`config.mk`:
```
export PLATFORM = sky130hd
export DESIGN_NAME = can_accept_filter_bank
export DESIGN_NICKNAME = d
export VERILOG_FILES = /design/src/rtl/cafb_pkg.sv /design/src/rtl/cafb_regs.sv /design/src/rtl/cafb_match.sv /design/src/rtl/cafb_prio.sv /design/src/rtl/can_accept_filter_bank.sv
export SDC_FILE = /design/constraint.sdc
export NUM_CORES = 1
export LEC_CHECK = 0
export ABC_CLOCK_PERIOD_IN_PS = 2630
export CORE_MARGIN = 5
export CORE_UTILIZATION = 60
export DETAILED_ROUTE_END_ITERATION = 8
export DONT_BUFFER_PORTS = 1
export PLACE_DENSITY_LB_ADDON = 0.15
export SYNTH_ARGS = -nofsm -noshare
export SYNTH_HDL_FRONTEND = slang
export SYNTH_HIERARCHICAL = 1
export SYNTH_SLANG_ARGS = --single-unit
```
`constraint.sdc`:
```
create_clock -name clk -period 2.63 [get_ports clk]
set_input_delay 0.263 -clock clk [delete_from_list [all_inputs] [get_ports clk]]
set_output_delay 0.263 -clock clk [all_outputs]
set_load 0.02 [all_outputs]
```
`src/rtl/cafb_pkg.sv`:
```
package cafb_pkg;
  localparam int WORD_W    = 32;
  localparam int ID_W      = 29;
  localparam int VALID_BIT = 31;
  localparam int FD_BIT    = 30;
  localparam int EXT_BIT   = 29;
  localparam int CMP_W     = ID_W + 2;

  typedef logic [WORD_W-1:0] word_t;
  typedef logic [CMP_W-1:0]  cmp_t;

  function automatic logic filter_hit(input word_t mask_w, input word_t ident_w,
                                      input cmp_t frame);
    logic live;
    live = mask_w[VALID_BIT] & ident_w[VALID_BIT];
    return live && (((frame ^ ident_w[CMP_W-1:0]) & mask_w[CMP_W-1:0]) == '0);
  endfunction
endpackage

```
`src/rtl/cafb_regs.sv`:
```
module cafb_regs
  import cafb_pkg::*;
#(
  parameter int          N      = 8,
  parameter int          ADDR_W = 12,
  parameter logic [31:0] BASE   = 32'h800
) (
  input  logic              clk,
  input  logic              rst,
  input  logic              we,
  input  logic [ADDR_W-1:0] addr,
  input  word_t             wdata,
  output word_t             mask_q  [N],
  output word_t             ident_q [N]
);
  localparam int              WA_W  = ADDR_W - 2;
  localparam logic [ADDR_W-1:0] LO  = BASE[ADDR_W-1:0];
  localparam logic [ADDR_W-1:0] HI  = ADDR_W'(BASE + 32'(8 * N));

  logic [WA_W-1:0] woff;
  logic            in_bank;

  // word offset from the bank base; bit 0 picks the identifier word
  assign woff    = addr[ADDR_W-1:2] - LO[ADDR_W-1:2];
  assign in_bank = we && (addr >= LO) && (addr < HI) && (addr[1:0] == 2'b00);

  for (genvar n = 0; n < N; n++) begin : g_slot
    logic sel;
    assign sel = in_bank && (woff[WA_W-1:1] == (WA_W-1)'(n));

    always_ff @(posedge clk) begin
      if (rst) begin
        mask_q[n]  <= '0;
        ident_q[n] <= '0;
      end else if (sel) begin
        if (woff[0]) ident_q[n] <= wdata;
        else         mask_q[n]  <= wdata;
      end
    end
  end
endmodule

```
`src/rtl/cafb_match.sv`:
```
module cafb_match
  import cafb_pkg::*;
#(
  parameter int N = 8
) (
  input  word_t            mask_q  [N],
  input  word_t            ident_q [N],
  input  logic [ID_W-1:0]  id,
  input  logic             ext,
  input  logic             fd,
  output logic [N-1:0]     hit,
  output logic [N-1:0]     fvalid
);
  cmp_t frame;
  assign frame = {fd, ext, id};

  for (genvar n = 0; n < N; n++) begin : g_cmp
    assign fvalid[n] = mask_q[n][VALID_BIT] & ident_q[n][VALID_BIT];
    assign hit[n]    = filter_hit(mask_q[n], ident_q[n], frame);
  end
endmodule

```
`src/rtl/cafb_prio.sv`:
```
module cafb_prio #(
  parameter int N     = 8,
  parameter int IDX_W = 3
) (
  input  logic [N-1:0]     hit,
  output logic             any,
  output logic [IDX_W-1:0] idx
);
  assign any = |hit;

  always_comb begin
    idx = '0;
    for (int i = N - 1; i >= 0; i--) begin
      if (hit[i]) idx = IDX_W'(i);
    end
  end
endmodule

```
`src/rtl/can_accept_filter_bank.sv`:
```
module can_accept_filter_bank
  import cafb_pkg::*;
#(
  parameter int          N_FILTERS = 8,
  parameter int          ADDR_W    = 12,
  parameter logic [31:0] BASE_ADDR = 32'h800,
  localparam int         IDX_W     = (N_FILTERS > 1) ? $clog2(N_FILTERS) : 1
) (
  input  logic              clk,
  input  logic              rst,
  input  logic              cfg_we,
  input  logic [ADDR_W-1:0] cfg_addr,
  input  logic [31:0]       cfg_wdata,
  input  logic              hdr_valid,
  input  logic [28:0]       hdr_id,
  input  logic              hdr_ext,
  input  logic              hdr_fd,
  output logic              dec_valid,
  output logic              dec_accept,
  output logic [IDX_W-1:0]  dec_index
);
  word_t              mask_w  [N_FILTERS];
  word_t              ident_w [N_FILTERS];
  logic [N_FILTERS-1:0] hit_w;
  logic [N_FILTERS-1:0] fvalid_w;
  logic                 any_w;
  logic [IDX_W-1:0]     idx_w;

  cafb_regs #(.N(N_FILTERS), .ADDR_W(ADDR_W), .BASE(BASE_ADDR)) regs_i (
    .clk    (clk),
    .rst    (rst),
    .we     (cfg_we),
    .addr   (cfg_addr),
    .wdata  (cfg_wdata),
    .mask_q (mask_w),
    .ident_q(ident_w)
  );

  cafb_match #(.N(N_FILTERS)) match_i (
    .mask_q (mask_w),
    .ident_q(ident_w),
    .id     (hdr_id),
    .ext    (hdr_ext),
    .fd     (hdr_fd),
    .hit    (hit_w),
    .fvalid (fvalid_w)
  );

  cafb_prio #(.N(N_FILTERS), .IDX_W(IDX_W)) prio_i (
    .hit(hit_w),
    .any(any_w),
    .idx(idx_w)
  );

  always_ff @(posedge clk) begin
    if (rst) begin
      dec_valid  <= 1'b0;
      dec_accept <= 1'b0;
      dec_index  <= '0;
    end else begin
      dec_valid  <= hdr_valid;
      dec_accept <= hdr_valid & any_w;
      dec_index  <= (hdr_valid & any_w) ? idx_w : '0;
    end
  end
endmodule

```
Word level (Yosys, flattened, before mapping)
Index checks and enable logic that the tools add are counted.
{ "word_totals": {"output_inout_bits": 5, "input_bits": 79, "wordCells": 114, "ff_bits": 517} }
{ "op_classes": {"reduce_logical": 49, "eq_ne": 7, "bitwise": 27, "n_mux": 7, "magnitude_cmp": 2, "add_sub_neg": 1} }
{ "op_table": {"columns": ["cell", "count"], "rows": [
  ["$and 31x31->31", 8],
  ["$logic_not 31->1", 8],
  ["$xor 31x31->31", 8],
  ["$eq 9x3->1 const B", 4],
  ["$reduce_and 2->1", 16],
  ["$logic_and 1x1->1", 19],
  ["$eq 9x2->1 const B", 2],
  ["$ge 12x12->1 const B", 1],
  ["$lt 12x12->1 const B", 1],
  ["$mux 3", 4],
  ["$sub 10x10->10 const B", 1],
  ["$and 1x1->1", 9],
  ["$eq 9x1->1 const B", 1],
  ["$logic_not 9->1", 1],
  ["$reduce_or 8->1", 1],
  ["$reduce_or 6->1", 1],
  ["$mux 2", 2],
  ["$reduce_or 4->1", 1],
  ["$reduce_or 3->1", 1],
  ["$logic_not 2->1", 1],
  ["$not 1->1", 2],
  ["$mux 1", 1]
]} }

Depth between registers and ports, before layout
{ "depth": {"depth_word": 11, "depth_mapped": 10, "mapped_depth_nobuf": 9} }

Modules after synthesis
The synthesis kept the hierarchy.
{ "modules_own_cells": {"columns": ["mod", "seq_area_each_um2", "area_each_um2", "cells_per_inst", "n_inst"], "rows": [
  ["cafb_regs", 10249.8, 19829.0, 1775, 1],
  ["cafb_match", 0.0, 3861.2, 447, 1],
  ["can_accept_filter_bank", 100.1, 148.9, 10, 1],
  ["cafb_prio", 0.0, 81.3, 13, 1]
]} }

Worst setup path after synthesis
Ideal clock, no wire load.
{ "synth_timing": {"kind": "input port to flip-flop", "start": "input hdr_id[25]", "end": "register dec_index[0]", "n_path_buf": 1, "required_ps": 2569, "setup_ps": 61, "cell_stages": 8, "t_arrival_ps": 1818, "path_slack_ps": 751, "cell_sequence": "clkbuf_1 xor2_1 a221oi_1 nand3_1 nor3_2 a21oi_1 o41ai_1 and4b_1"} }
{ "synth_between": {"elab_chain_len": 11, "elab_cells_between_ends": 43, "cone_classes": "7 x mux; 18 x bitwise; 18 x reduce/logical"} }
{ "synth_rtl": {"columns": ["item", "line_no", "source"], "rows": [
  ["start, declared", "can_accept_filter_bank.sv:15", "input logic [28:0] hdr_id,"],
  ["$xor 31x31->31 *", "cafb_pkg.sv:16", "return live && (((frame ^ ident_w[CMP_W-1:0]) & mask_w[CMP_W-1:0]) == '0);"],
  ["$and 31x31->31 *", "cafb_pkg.sv:16", null],
  ["$logic_not 31->1 *", "cafb_pkg.sv:16", null],
  ["$logic_and 1x1->1 *", "cafb_pkg.sv:16", null],
  ["net hit_w[7]", "can_accept_filter_bank.sv:24", "logic [N_FILTERS-1:0] hit_w;"],
  ["$mux 3 (4 in a row)", "cafb_prio.sv:14", "if (hit[i]) idx = IDX_W'(i);"],
  ["$mux 2 (2 in a row)", "cafb_prio.sv:14", null],
  ["$mux 1", "cafb_prio.sv:14", null],
  ["end signal, assigned", "can_accept_filter_bank.sv:63", "dec_index <= (hdr_valid & any_w) ? idx_w : '0;"],
  ["end, declared", "can_accept_filter_bank.sv:20", "output logic [IDX_W-1:0] dec_index"]
]} }
Mark *: on every way through the listed nets, which the timed path passes. The rest lies on a longest branch.
A chain may end at the register's enable or synchronous reset.

Worst setup path after layout
{ "layout_timing": {"start": "register regs_i/ident_q[86] (netlist bit)", "end": "register dec_index[0]"} }
{ "layout_between": {"elab_chain_len": 9, "elab_cells_between_ends": 13, "cone_classes": "5 x mux; 4 x bitwise; 4 x reduce/logical"} }
{ "layout_rtl": {"columns": ["item", "line_no", "source"], "rows": [
  ["start, declared", "cafb_regs.sv:14", "output word_t ident_q [N]"],
  ["start signal, assigned by index", "cafb_regs.sv:36", "if (woff[0]) ident_q[n] <= wdata;"],
  ["$xor 31x31->31 *", "cafb_pkg.sv:16", null],
  ["$and 31x31->31 *", "cafb_pkg.sv:16", null],
  ["$logic_not 31->1 *", "cafb_pkg.sv:16", null],
  ["$logic_and 1x1->1 *", "cafb_pkg.sv:16", null],
  ["net hit_w[5]", "can_accept_filter_bank.sv:24", null],
  ["$mux 3 (2 in a row)", "cafb_prio.sv:14", null],
  ["$mux 2 (2 in a row)", "cafb_prio.sv:14", null],
  ["$mux 1", "cafb_prio.sv:14", null]
]} }
Marks and branches as above.

==> out/qor.csv <==
stage;metric;value;unit
outcome;outcome;finished clean;
global_route;first-pass GRT wire length;102;mm
sta;final setup skew;0.0222;ns
floorplan;Die Ht;210;um
clock_tree;Clock Tree Buf Depth;3;
sta;crit share post-route;97.5;%
cells_and_area;filler instances;2798;
floorplan;# rows;73;
worst_setup_path;crit path buf inv count;0;
cells_and_area;multi-input logic area;0.0128;mm2
global_route;largest net degree at the start of global routing;334;
sta;TNS Setup;0;ns
clock_tree;H-tree depth;2;
drt;DR iter-0 viols;1115;
synthesis;top cell type's share of synthesized area;43.3;%
synthesis;EDFF count, synth;0;
power_and_ir_drop;pwr dens;563;mW/mm2
worst_setup_path;critical path launch point type;flop;
synthesis;Synth Register Bits;517;
floorplan;Core ar.;0.0395;mm2
global_route;antenna violations before repair;12;
placement;gpl congestion;0.799;
drt;DR WL/cell;22.2;um
power_and_ir_drop;Total Power;16.3;mW
synthesis;top cells by area, synth;dfxtp_1, mux2i_1, nand2b_1;
global_route;GRT Total Usage;29.4;%
worst_setup_path;Setup crit end;dec_index[0];
worst_setup_path;Worst Path Arrival;3.10;ns
synthesis;cell with the most instances after synthesis;nand2b_1;
sta;worst-margin pin slew;0.954;ns
synthesis;post-synth top area cell;dfxtp_1;
cells_and_area;Non-Filler Instances;3001;
clock_tree;worst skew pair latency;0.62;ns
worst_setup_path;CP max-delay cell;a221oi_1;
sta;RSZ-0062 raised after global routing;no;
worst_setup_path;Worst setup EP type;flop;
synthesis;Synth Cell Area;0.0239;mm2
synthesis;syn nets;2324;
synthesis;synth unique cells;39;
synthesis;Syn Area/Cell;10.7;um2
worst_setup_path;RR Startpoint;regs_i/ident_q[86];
floorplan;Starting Density;60.5;%
sta;Hold Fails Final Rpt;0;
power_and_ir_drop;P_leak;13.4;nW
synthesis;Post-synth ARST share;0;%
cells_and_area;synthesis-to-layout area growth;20.9;%
worst_setup_path;reg-to-reg endpoint;dec_index[0];
placement;# port buffers;0;
clock_tree;TritonCTS clock tree;yes;
cells_and_area;final net count;2504;
drt;vias;16975;
synthesis;yosys warns;6;
sta;fin. max-slew vios;0;
placement;placed cell count;2591;
sta;# setup viols final;0;
drt;DRC violations left;0;
cells_and_area;register area;0.0103;mm2
worst_setup_path;crit-path cells;xor2_1, a22o_1, a221oi_1, nand3_1, nor3_2, a21oi_1, o41ai_1, and4b_1;
power_and_ir_drop;maximum vdd drop;479;uV
job;MaxCap Viol Count;0;
floorplan;Die W;210;um
synthesis;Synth top cells by count;nand2b_1, dfxtp_1, mux2i_1;
worst_setup_path;r2r setup slk;0.07;ns
synthesis;Seq/Total Area, Yosys;43.3;%
floorplan;die area;0.0440;mm2
global_route;grt total ovfl;0;
global_route;vias in the first global route;17564;
clock_tree;Root Driver;clkbuf_16;
worst_setup_path;WP data required;3.17;ns
worst_setup_path;Setup CP Type;flop to flop;
clock_tree;clock sink count;517;
clock_tree;cts repair resizes;0;
sta;WHS;0.0789;ns
clock_tree;Num CTS Buffers;55;
floorplan;IO Count;84;
worst_setup_path;CP max stage delay;0.48;ns
sta;slew margin rel.;36.4;%
clock_tree;Clock transition at path regs;0.06;ns
worst_setup_path;delay-heaviest family, CP;compound AO/OA/AOI/OAI gates;
worst_setup_path;Crit Path Max Fanout;3;
worst_setup_path;R2R depth;8;
drt;final WL;66.5;mm
drt;vias per cell;5.66;
worst_hold_path;worst hold path type;input pin to flop;
drt;first-pass iteration count of the detailed router;5;
placement;dpl hpwl;37.7;mm
cells_and_area;layout cell share with drive strength beyond 1;7.05;%
sta;min cycle time layout;2.56;ns
worst_setup_path;Levels on crit path;8;
synthesis;ys flop type;dfxtp_1;
worst_setup_path;CP startpoint;regs_i/ident_q[86];
synthesis;Mapped Cells;2245;
sta;Max Fclk;0.390;GHz
drt;ANT nets after route;0;
[stage by stage]
step                setup slack [ns]  cell area [um2]  utilization, %
floorplan                      0.751            23900               -
global placement               0.194            24000            60.7
detailed placement             0.184            24000            60.7
CTS                            0.124            28900            73.1
global route                  0.0186            28900            73.1
finish                        0.0658            28900            73.2
[how the worst min path moves through the flow]
| stage | from | endpoint | slack (ns) | cells after the start |
|---|---|---|---|---|
| floorplan | hdr_valid | dec_valid | 0.41 | 1 |
| global placement | hdr_valid | dec_valid | 0.41 | 1 |
| detailed placement | hdr_valid | dec_valid | 0.41 | 1 |
| CTS | cfg_addr[2] | regs_i/ident_q[151] | 0.05 | 2 |
| global route | cfg_addr[2] | regs_i/ident_q[151] | 0.07 | 2 |
| finish | cfg_addr[2] | regs_i/ident_q[131] | 0.08 | 2 |
[kinds of logic (layout without fill, tap and decap cells)]
group | count (synthesis) | in the layout | synth area share (%)
mux | 512 | 512 | 21.4
xor+xnor | 248 | 248 | 9.08
simple gates | 632 | 632 | 17.2
buf+inv | 211 | 433 | 3.89
flops | 517 | 517 | 43.3
compound gates | 125 | 125 | 5.17
other cells | 0 | 9 | 0
[where the power goes]
part / internal (mW) / switching, mW
Sequential: 7.83 / 0.00179
Clock: 4.73 / 3.20
Combinational: 0.247 / 0.277
Total: 12.8 / 3.47
[repair_timing]
item	4_1_cts	5_1_grt
hold endpoints to repair	517	0
hold buffers	302	0
endpoints found under the setup margin	0	0
setup buffers	0	0
[final cells by class]
cell class / count / area share (%)
diodes: 9 / 0.0778
multi-input cells: 1517 / 44.1
repair buffers: 332 / 11.3
well taps: 525 / 2.27
clock inverters: 17 / 0.791
flip-flops and latches: 517 / 35.8
inverters: 2 / 0.0259
clock buffers: 82 / 5.60
[per-layer routing]
| layer | global-route usage (%) | routed length (um) | share of wire, % | up-vias |
|---|---|---|---|---|
| met4 | 10.7 | 2010 | 3.0 | 4 |
| met1 | 40.1 | 30400 | 46 | 8526 |
| met5 | 0 | 26 | 0.039 | - |
| met3 | 5.67 | 3690 | 5.6 | 109 |
| met2 | 46.8 | 30400 | 46 | 402 |
| li1 | - | - | - | 7934 |
[cell usage in the layout, fill, tap and decap left out, drive strengths merged, types with 10 or more instances in the layout]
| master | synthesis | layout |
|---|---|---|
| nand4 | 32 | 32 |
| nand2b | 544 | 544 |
| clkbuf | 133 | 82 |
| a22o | 48 | 48 |
| dfxtp | 517 | 517 |
| a221oi | 48 | 48 |
| xor2 | 248 | 248 |
| clkinv | 0 | 10 |
| a22oi | 24 | 24 |
| buf | 76 | 31 |
| mux2i | 512 | 512 |
| dlygate4sd3 | 0 | 301 |
[flip-flops by register name, summed over array words and instances (netlist names)]
name,count
dec_accept,1
dec_index,3
dec_valid,1
regs_i/ident_q,256
regs_i/mask_q,256
[worst reg2reg max path, cell delays in order (launching register included)]
cell      delay (ns)
dfxtp_1         0.32
xor2_1          0.15
a22o_1          0.24
a221oi_1        0.48
nand3_1         0.33
nor3_2          0.37
a21oi_1         0.08
o41ai_1         0.27
and4b_1         0.24
(Power assumes the default switching activity.)
